### src/rtl/sbm_pkg.sv
package sbm_pkg;
  localparam int ADDR_BITS = 7;
  localparam int BYTE_BITS = 8;
  localparam int CNT_W     = $clog2(BYTE_BITS + 1);

  typedef enum logic [3:0] {
    SEG_IDLE, SEG_START, SEG_ADDR, SEG_WADDR, SEG_WDATA,
    SEG_RSTART, SEG_RADDR, SEG_RDATA, SEG_STOP
  } segE;

  typedef enum logic [1:0] {SDA_KEEP, SDA_PULL, SDA_FREE, SDA_BIT} sdaOpE;

  typedef enum logic [1:0] {BYTE_ADDR_WR, BYTE_ADDR_RD, BYTE_WORD, BYTE_DATA} byteSelE;

  typedef struct packed {
    logic    run;
    logic    capture;
    logic    loadByte;
    byteSelE byteSel;
    logic    shiftIn;
    logic    ackSample;
    logic    sclSet;
    logic    sclLow;
    sdaOpE   sdaOp;
    logic    rdLatch;
  } ctrlStrobeT;
endpackage

### src/rtl/sbm_qdiv.sv
module sbm_qdiv #(
  parameter int DIV_W = 16
) (
  input  logic             clk,
  input  logic             rstN,
  input  logic             run,
  input  logic [DIV_W-1:0] limit,
  output logic             tick
);
  logic [DIV_W-1:0] cnt;
  logic [DIV_W:0]   cntInc;

  assign cntInc = {1'b0, cnt} + 1'b1;
  assign tick   = run && (cntInc >= {1'b0, limit});

  always_ff @(posedge clk or negedge rstN) begin
    if (!rstN)          cnt <= '0;
    else if (!run || tick) cnt <= '0;
    else                cnt <= cnt + 1'b1;
  end


  tick_spacing_chk: assert property (@(posedge clk) disable iff (!rstN)
    (tick && limit > 1) |=> (!tick || limit <= 1));
endmodule

### src/rtl/sbm_datapath.sv
module sbm_datapath import sbm_pkg::*; #(
  parameter int DIV_W = 16
) (
  input  logic                 clk,
  input  logic                 rstN,
  input  ctrlStrobeT           st,
  input  logic [DIV_W-1:0]     quarterDiv,
  input  logic [ADDR_BITS-1:0] slaveAddr,
  input  logic [BYTE_BITS-1:0] wordAddr,
  input  logic [BYTE_BITS-1:0] wrData,
  input  logic                 rdNotWr,
  input  logic                 clrNack,
  input  logic                 sdaIn,
  output logic                 tick,
  output logic                 rdMode,
  output logic                 lastSample,
  output logic                 sclOe,
  output logic                 sdaOe,
  output logic [BYTE_BITS-1:0] rdData,
  output logic                 nackFlag
);
  logic [ADDR_BITS-1:0] addrR;
  logic [BYTE_BITS-1:0] wordR, dataR, shiftR;

  sbm_qdiv #(.DIV_W(DIV_W)) i_qdiv (
    .clk(clk), .rstN(rstN), .run(st.run), .limit(quarterDiv), .tick(tick)
  );

  // request capture
  always_ff @(posedge clk or negedge rstN) begin
    if (!rstN) begin
      addrR  <= '0;
      wordR  <= '0;
      dataR  <= '0;
      rdMode <= 1'b0;
    end else if (st.capture) begin
      addrR  <= slaveAddr;
      wordR  <= wordAddr;
      dataR  <= wrData;
      rdMode <= rdNotWr;
    end
  end

  // byte shifter, shared by transmit and receive
  always_ff @(posedge clk or negedge rstN) begin
    if (!rstN) begin
      shiftR     <= '0;
      lastSample <= 1'b0;
    end else begin
      if (st.loadByte) begin
        unique case (st.byteSel)
          BYTE_ADDR_WR: shiftR <= {addrR, 1'b0};
          BYTE_ADDR_RD: shiftR <= {addrR, 1'b1};
          BYTE_WORD:    shiftR <= wordR;
          default:      shiftR <= dataR;
        endcase
      end else if (st.shiftIn) begin
        shiftR <= {shiftR[BYTE_BITS-2:0], sdaIn};
      end
      if (st.shiftIn || st.ackSample) lastSample <= sdaIn;
    end
  end

  // line drivers
  always_ff @(posedge clk or negedge rstN) begin
    if (!rstN) begin
      sclOe <= 1'b0;
      sdaOe <= 1'b0;
    end else begin
      if (st.sclSet) sclOe <= st.sclLow;
      unique case (st.sdaOp)
        SDA_PULL: sdaOe <= 1'b1;
        SDA_FREE: sdaOe <= 1'b0;
        SDA_BIT:  sdaOe <= ~shiftR[BYTE_BITS-1];
        default:  ;
      endcase
    end
  end

  // result and status
  always_ff @(posedge clk or negedge rstN) begin
    if (!rstN) begin
      rdData   <= '0;
      nackFlag <= 1'b0;
    end else begin
      if (st.rdLatch) rdData <= shiftR;
      if (clrNack) nackFlag <= 1'b0;
      if (st.ackSample && sdaIn) nackFlag <= 1'b1;
    end
  end


  idle_release_chk: assert property (@(posedge clk) disable iff (!rstN)
    !st.run |-> (!sclOe && !sdaOe));


  nack_sticky_chk: assert property (@(posedge clk) disable iff (!rstN)
    (nackFlag && !clrNack) |=> nackFlag);
endmodule

### src/rtl/sbm_ctrl.sv
module sbm_ctrl import sbm_pkg::*; (
  input  logic       clk,
  input  logic       rstN,
  input  logic       goReq,
  input  logic       tick,
  input  logic       rdMode,
  input  logic       lastSample,
  input  logic       sclOe,
  input  logic       sdaOe,
  output ctrlStrobeT st,
  output logic       busy,
  output logic       done
);
  localparam logic [CNT_W-1:0] ACK_IDX = CNT_W'(BYTE_BITS);

  segE              seg, nSeg;
  logic [1:0]       qIdx, nQ;
  logic [CNT_W-1:0] bitCnt, nBit;
  logic             enter, doneNext;

  function automatic logic isByte(segE s);
    return (s == SEG_ADDR) || (s == SEG_WADDR) || (s == SEG_WDATA) ||
           (s == SEG_RADDR) || (s == SEG_RDATA);
  endfunction

  assign busy = (seg != SEG_IDLE);

  always_comb begin
    st       = '0;
    nSeg     = seg;
    nQ       = qIdx;
    nBit     = bitCnt;
    enter    = 1'b0;
    doneNext = 1'b0;
    st.run   = busy;
    // sequencing: which quarter is entered next
    if (seg == SEG_IDLE) begin
      if (goReq) begin
        st.capture = 1'b1;
        nSeg       = SEG_START;
        nQ         = 2'd0;
        nBit       = '0;
      end
    end else if (tick) begin
      enter = 1'b1;
      if (qIdx != 2'd3) begin
        nQ = qIdx + 2'd1;
      end else begin
        nQ = 2'd0;
        unique case (seg)
          SEG_START: begin
            nSeg        = SEG_ADDR;
            nBit        = '0;
            st.loadByte = 1'b1;
            st.byteSel  = BYTE_ADDR_WR;
          end
          SEG_RSTART: begin
            nSeg        = SEG_RADDR;
            nBit        = '0;
            st.loadByte = 1'b1;
            st.byteSel  = BYTE_ADDR_RD;
          end
          SEG_STOP: begin
            nSeg     = SEG_IDLE;
            enter    = 1'b0;
            doneNext = 1'b1;
          end
          default: begin
            if (bitCnt != ACK_IDX) begin
              nBit = bitCnt + CNT_W'(1);
            end else begin
              nBit = '0;
              if (seg != SEG_RDATA && lastSample) begin
                nSeg = SEG_STOP;
              end else begin
                unique case (seg)
                  SEG_ADDR: begin
                    nSeg        = SEG_WADDR;
                    st.loadByte = 1'b1;
                    st.byteSel  = BYTE_WORD;
                  end
                  SEG_WADDR: begin
                    if (rdMode) begin
                      nSeg = SEG_RSTART;
                    end else begin
                      nSeg        = SEG_WDATA;
                      st.loadByte = 1'b1;
                      st.byteSel  = BYTE_DATA;
                    end
                  end
                  SEG_RADDR: nSeg = SEG_RDATA;
                  SEG_RDATA: begin
                    nSeg       = SEG_STOP;
                    st.rdLatch = 1'b1;
                  end
                  default:   nSeg = SEG_STOP;
                endcase
              end
            end
          end
        endcase
      end
    end
    // line actions for the quarter being entered
    if (enter) begin
      if (nSeg != SEG_START) begin
        if (nQ == 2'd0) begin
          st.sclSet = 1'b1;
          st.sclLow = 1'b1;
        end else if (nQ == 2'd2) begin
          st.sclSet = 1'b1;
          st.sclLow = 1'b0;
        end
      end
      unique case (nSeg)
        SEG_START: begin
          if (nQ == 2'd2) st.sdaOp = SDA_PULL;
        end
        SEG_RSTART: begin
          if (nQ == 2'd1)      st.sdaOp = SDA_FREE;
          else if (nQ == 2'd3) st.sdaOp = SDA_PULL;
        end
        SEG_STOP: begin
          if (nQ == 2'd1)      st.sdaOp = SDA_PULL;
          else if (nQ == 2'd3) st.sdaOp = SDA_FREE;
        end
        default: begin
          if (nQ == 2'd1) begin
            st.sdaOp = (nBit == ACK_IDX || nSeg == SEG_RDATA) ? SDA_FREE : SDA_BIT;
          end else if (nQ == 2'd3) begin
            if (nBit != ACK_IDX)         st.shiftIn   = 1'b1;
            else if (nSeg != SEG_RDATA)  st.ackSample = 1'b1;
          end
        end
      endcase
    end
  end

  always_ff @(posedge clk or negedge rstN) begin
    if (!rstN) begin
      seg    <= SEG_IDLE;
      qIdx   <= 2'd0;
      bitCnt <= '0;
      done   <= 1'b0;
    end else begin
      seg    <= nSeg;
      qIdx   <= nQ;
      bitCnt <= nBit;
      done   <= doneNext;
    end
  end


  done_pulse_chk: assert property (@(posedge clk) disable iff (!rstN)
    done |=> !done);


  done_ends_busy_chk: assert property (@(posedge clk) disable iff (!rstN)
    done |-> (!busy && $past(busy)));


  sda_stable_chk: assert property (@(posedge clk) disable iff (!rstN)
    (isByte(seg) && isByte($past(seg)) && !sclOe && !$past(sclOe)) |-> $stable(sdaOe));


  nack_stop_chk: assert property (@(posedge clk) disable iff (!rstN)
    (tick && qIdx == 2'd3 && bitCnt == ACK_IDX && isByte(seg) &&
     seg != SEG_RDATA && lastSample) |=> (seg == SEG_STOP));


  busy_hold_chk: assert property (@(posedge clk) disable iff (!rstN)
    (busy && seg != SEG_STOP) |=> busy);
endmodule

### src/rtl/serial_byte_master.sv
module serial_byte_master import sbm_pkg::*; #(
  parameter int DIV_W = 16
) (
  input  logic                 clk,
  input  logic                 rstN,
  input  logic [DIV_W-1:0]     quarterDiv,
  input  logic                 goReq,
  input  logic                 rdNotWr,
  input  logic [ADDR_BITS-1:0] slaveAddr,
  input  logic [BYTE_BITS-1:0] wordAddr,
  input  logic [BYTE_BITS-1:0] wrData,
  input  logic                 clrNack,
  input  logic                 sdaIn,
  output logic                 busy,
  output logic                 done,
  output logic [BYTE_BITS-1:0] rdData,
  output logic                 nackFlag,
  output logic                 sclOe,
  output logic                 sdaOe
);
  ctrlStrobeT st;
  logic tick, rdMode, lastSample;

  sbm_ctrl i_ctrl (
    .clk(clk), .rstN(rstN), .goReq(goReq), .tick(tick), .rdMode(rdMode),
    .lastSample(lastSample), .sclOe(sclOe), .sdaOe(sdaOe),
    .st(st), .busy(busy), .done(done)
  );

  sbm_datapath #(.DIV_W(DIV_W)) i_datapath (
    .clk(clk), .rstN(rstN), .st(st), .quarterDiv(quarterDiv),
    .slaveAddr(slaveAddr), .wordAddr(wordAddr), .wrData(wrData),
    .rdNotWr(rdNotWr), .clrNack(clrNack), .sdaIn(sdaIn),
    .tick(tick), .rdMode(rdMode), .lastSample(lastSample),
    .sclOe(sclOe), .sdaOe(sdaOe), .rdData(rdData), .nackFlag(nackFlag)
  );
endmodule

### config.mk
export PLATFORM = sky130hd
export DESIGN_NAME = serial_byte_master
export DESIGN_NICKNAME = d
export VERILOG_FILES = /design/src/rtl/sbm_pkg.sv /design/src/rtl/sbm_qdiv.sv /design/src/rtl/sbm_datapath.sv /design/src/rtl/sbm_ctrl.sv /design/src/rtl/serial_byte_master.sv
export SDC_FILE = /design/constraint.sdc
export NUM_CORES = 1
export LEC_CHECK = 0
export CORE_MARGIN = 2
export CORE_UTILIZATION = 40
export CTS_CLUSTER_DIAMETER = 50
export DETAILED_ROUTE_END_ITERATION = 7
export PLACE_DENSITY = 0.72
export SYNTH_ARGS = -nofsm -noshare
export SYNTH_HDL_FRONTEND = slang
export SYNTH_HIERARCHICAL = 1
export SYNTH_SLANG_ARGS = --single-unit
### constraint.sdc
create_clock -name clk -period 12.85 [get_ports clk]
set_input_delay 1.9275 -clock clk [delete_from_list [all_inputs] [get_ports clk]]
set_output_delay 1.9275 -clock clk [all_outputs]
set_load 0.05 [all_outputs]
==> results_dict.tcl <==
set metrics [dict create \
    crit_end "i_datapath/shiftR[5]$_DFFE_PN0P_" \
    cpLargestDelayFamily "compound AO/OA/AOI/OAI gates" \
    hold_violations 0 \
    synth_flop_cell "dfrtp_1" \
    synth-xor-area-share_pct 3.074 \
    critPathCaptureType "flip-flop" \
    final_cell_area_mm2 0.005413 \
    rsz0062_at_grt "no" \
    hp-class "flip-flop to flip-flop" \
    drtAntennaViolNets 0 \
    tightestPinTransition_ns 1.244 \
    critPathMostFrequentCell "mux2i_1" \
    ios 58 \
    track_usage_pct 16.79 \
    root_buffer "clkbuf_16" \
    drive_gt1_share_pct 20.09 \
    multiInputGateArea_mm2 0.002439 \
    crit_buf_inv 3 \
    final-seq-area_mm2 0.001777 \
    synth_top_family_by_area "simple AND/OR/NAND/NOR gates" \
    place_congestion 0.8353 \
    cp.depth 18 \
    dr.pass1.iters 4 \
    drt-initial-drc-count 228 \
    worstPathArrival_ns 6.89 \
    muxShareOfSynthArea_pct 14.12 \
    die_h_um 110.3 \
    dieArea_mm2 0.01216 \
    skew_ns 0.006977 \
    synth_cell_types 70 \
    outcome "complete, no violations" \
    clock.fmax_ghz 0.1499 \
    vdd_drop_max_v 0.00008816 \
    cts_resized 0 \
    core_area_mm2 0.01094 \
    final.fill_count 982 \
    dp_hpwl_mm 6.894 \
    synthAdderAreaFrac_pct 5.539 \
    regToRegSetupSlack_ns 6.83 \
    p_total_w 0.0008797 \
    critPathRequiredTime_ns 13.07 \
    fin_crit_ns 6.671 \
    final_nets 528 \
    syn-cell-area_mm2 0.004518 \
    grt_pass1_vias 3275 \
    syn_inst 413 \
    r2r-start "i_datapath/i_qdiv/cnt[0]$_DFF_PN0_" \
    area_delta_synth_final_pct 19.80 \
    via_count 3311 \
    power.density_mw_per_mm2 162.5 \
    synth_compound_area_share_pct 12.21 \
    grt_pass1_wl_mm 15.88 \
    cp_slowest_cell "a21oi_2" \
    cpPeakStageDelay_ns 0.85 \
    fp.dieW_um 110.3 \
    io_buffers 57 \
    cts_hold_buffers 0 \
    reg2regPathDepth 21 \
    critPathLaunchType "primary input" \
    synth_edf_count 0 \
    postPlaceCellArea_mm2 0.005091 \
    crit_start "quarterDiv[12]" \
    finalSetupTns_ns 0 \
    cts_buffers 9 \
    wirelength_mm 9.405 \
    rr_endpoint "i_datapath/shiftR[5]$_DFFE_PN0P_" \
    grt.overflow.total 0 \
    antenna_cells 0 \
    slew_headroom_pct 16.45 \
    p_leak_nw 2.478 \
    cts_tree "done" \
    ys_seq_elements 71 \
    fin_hold_ws_ns 0.4828 \
    via_per_inst 5.446 \
    min_period_over_period_pct 51.91 \
    avgSynthCellArea_um2 10.94 \
    routedWlPerCell_um 15.47 \
    num_rows 38 \
    cts_max_level 3 \
    crit_chain "clkdlybuf4s50_1, inv_1, ha_1, nand2_1, nor2_2, a31oi_1, a21oi_2, o21a_1, and2_1, nand4_1, a31o_2, inv_2, mux2i_1, o21ai_1, nor2_1, mux2i_1, o22ai_1, a21o_1" \
    cts.path.max_buffers 2 \
    cp_max_fo 17 \
    path_clk_slew_ns 0.06 \
    cts_sinks 71 \
    setup_viol 0 \
    antenna_found_initial 0 \
    drc 0 \
    syn_nets 478 \
    clk-insertion-delay-late_ns 0.33 \
    seq_area_frac_synth_pct 39.32 \
    maxCapViolCount 0 \
    ys_warn_count 6 \
    yosys.area_share.simple_pct 19.03 \
    start_util_pct 41.32 \
    postCtsSetupBuffers 0 \
    critPathKind "primary input to flip-flop" \
    slew_viol_final 0 \
    grt_max_degree 72 \
    async_reset_ff_share_pct 100.0 \
]
==> cells in the mapped netlist (3+ instances only) <==
| cell | n | area (µm²) |
|---|---|---|
| dfrtp_1 | 71 | 1777 |
| buf_6 | 7 | 78.83 |
| nor3b_1 | 4 | 30.03 |
| inv_1 | 30 | 112.6 |
| buf_2 | 6 | 30.03 |
| nand3b_1 | 4 | 30.03 |
| xnor2_1 | 7 | 61.31 |
| mux2_2 | 14 | 157.7 |
| buf_4 | 4 | 30.03 |
| a211oi_1 | 3 | 22.52 |
| a21oi_1 | 12 | 60.06 |
| nor3_2 | 11 | 110.1 |
| and3_1 | 3 | 18.77 |
| ha_1 | 20 | 250.2 |
| nand4_1 | 9 | 56.30 |
| mux2i_1 | 18 | 180.2 |
| a32oi_1 | 3 | 26.28 |
| o21ai_0 | 8 | 40.04 |
| nor3_1 | 10 | 50.05 |
| a21o_1 | 8 | 60.06 |
| nor2_1 | 17 | 63.81 |
| nand3_1 | 10 | 50.05 |
| o22ai_1 | 6 | 37.54 |
| a21oi_2 | 4 | 35.03 |
| nor2b_1 | 4 | 25.02 |
| xor2_1 | 7 | 61.31 |
| and2_1 | 4 | 25.02 |
| nand2_1 | 31 | 116.4 |
| nor4b_2 | 3 | 45.04 |
| mux2_4 | 20 | 300.3 |
==> routing by layer <==
| metal | global-route usage [%] | share of wire, % | up-vias |
|---|---|---|---|
| met1 | 22.11 | 45 | 1598 |
| li1 | - | - | 1595 |
| met5 | 0 | 0 | - |
| met3 | 3.175 | 6.0 | 19 |
| met2 | 27.08 | 47 | 99 |
| met4 | 7.143 | 1.9 | 0 |
==> layout by cell type (no fill, tap or decap), types with 8 or more instances in the layout <==
| cell type | n |
|---|---|
| dfrtp_1 | 71 |
| clkdlybuf4s50_1 | 56 |
| nand2_1 | 31 |
| inv_1 | 30 |
| ha_1 | 20 |
| mux2_4 | 20 |
| mux2i_1 | 18 |
| nor2_1 | 17 |
| mux2_2 | 14 |
| a21oi_1 | 12 |
| nor3_2 | 11 |
| nor3_1 | 10 |
| nand3_1 | 10 |
| clkbuf_16 | 9 |
| nand4_1 | 9 |
| o21ai_0 | 8 |
| a21o_1 | 8 |
==> worst reg2reg max path, cell delays in order (launching register included) <==
cell and delay, ns:
dfrtp_1 0.45, ha_1 0.26, nand4_2 0.16, nor2_1 0.24, nand4_1 0.14, xnor2_1 0.20, ha_1 0.32, nand4_1 0.11
nor2_2 0.19, a31oi_1 0.13, a21oi_2 0.85, o21a_1 0.36, and2_1 0.40, nand4_1 0.14, a31o_2 0.30, inv_2 0.10
mux2i_1 0.24, o21ai_1 0.10, nor2_1 0.69, mux2i_1 0.31, o22ai_1 0.11, a21o_1 0.16
==> how the worst min path moves through the flow <==
stage	slack, ns	from	endpoint	depth (start not counted)
floorplan	0.43	i_datapath/shiftR[7]$_DFFE_PN0P_	i_datapath/sdaOe$_DFFE_PN0P_	1
finish	0.48	i_datapath/shiftR[7]$_DFFE_PN0P_	i_datapath/sdaOe$_DFFE_PN0P_	1
detailed placement	0.48	i_datapath/addrR[3]$_DFFE_PN0P_	i_datapath/shiftR[4]$_DFFE_PN0P_	1
global placement	0.47	i_datapath/addrR[3]$_DFFE_PN0P_	i_datapath/shiftR[4]$_DFFE_PN0P_	1
global route	0.52	i_datapath/rdData[0]$_DFFE_PN0P_	i_datapath/rdData[0]$_DFFE_PN0P_	1
CTS	0.49	i_datapath/shiftR[7]$_DFFE_PN0P_	i_datapath/sdaOe$_DFFE_PN0P_	1
==> power by group <==
part	leakage (nW)	internal [W]	switching, W
clock network	0.160	0.000170	0.0000946
registers	0.934	0.000281	0.0000635
logic	1.38	0.000140	0.000129
total	2.48	0.000592	0.000287
==> per-stage QoR <==
stage	instances	utilization [%]	worst slack, ns
after floorplan	413	-	7.636
final	608	49.50	6.179
after detailed placement	592	46.56	5.856
after global routing	608	49.50	5.760
after CTS	608	49.50	6.168
after global placement	592	46.56	6.035
==> kinds of logic (layout without fill, tap and decap cells) <==
group / count (synthesis) / count (layout)
flops: 71 / 71
fa+ha+maj: 20 / 20
compound gates: 72 / 72
mux: 52 / 52
simple gates: 131 / 131
buf+inv: 52 / 107
xor+xnor: 15 / 15
==> flip-flops by register name (all words and copies together) (netlist names) <==
signal,cells
i_ctrl/bitCnt,4
i_ctrl/done,1
i_datapath/wordR,8
i_datapath/shiftR,8
i_datapath/addrR,7
i_datapath/nackFlag,1
i_datapath/sclOe,1
i_ctrl/seg,4
i_datapath/lastSample,1
i_datapath/rdMode,1
i_datapath/dataR,8
i_ctrl/qIdx,2
i_datapath/rdData,8
i_datapath/sdaOe,1
i_datapath/i_qdiv/cnt,16
==> cell type report <==
type | instances | share of cell area, %
Clock buffer | 9 | 4.161
Clock inverter | 7 | 1.780
Inverter | 32 | 2.219
Multi-Input combinational cell | 290 | 45.05
Sequential cell | 71 | 32.82
Tap cell | 140 | 3.236
Timing Repair Buffer | 59 | 10.73
Power figures use the tool's default switching activity.
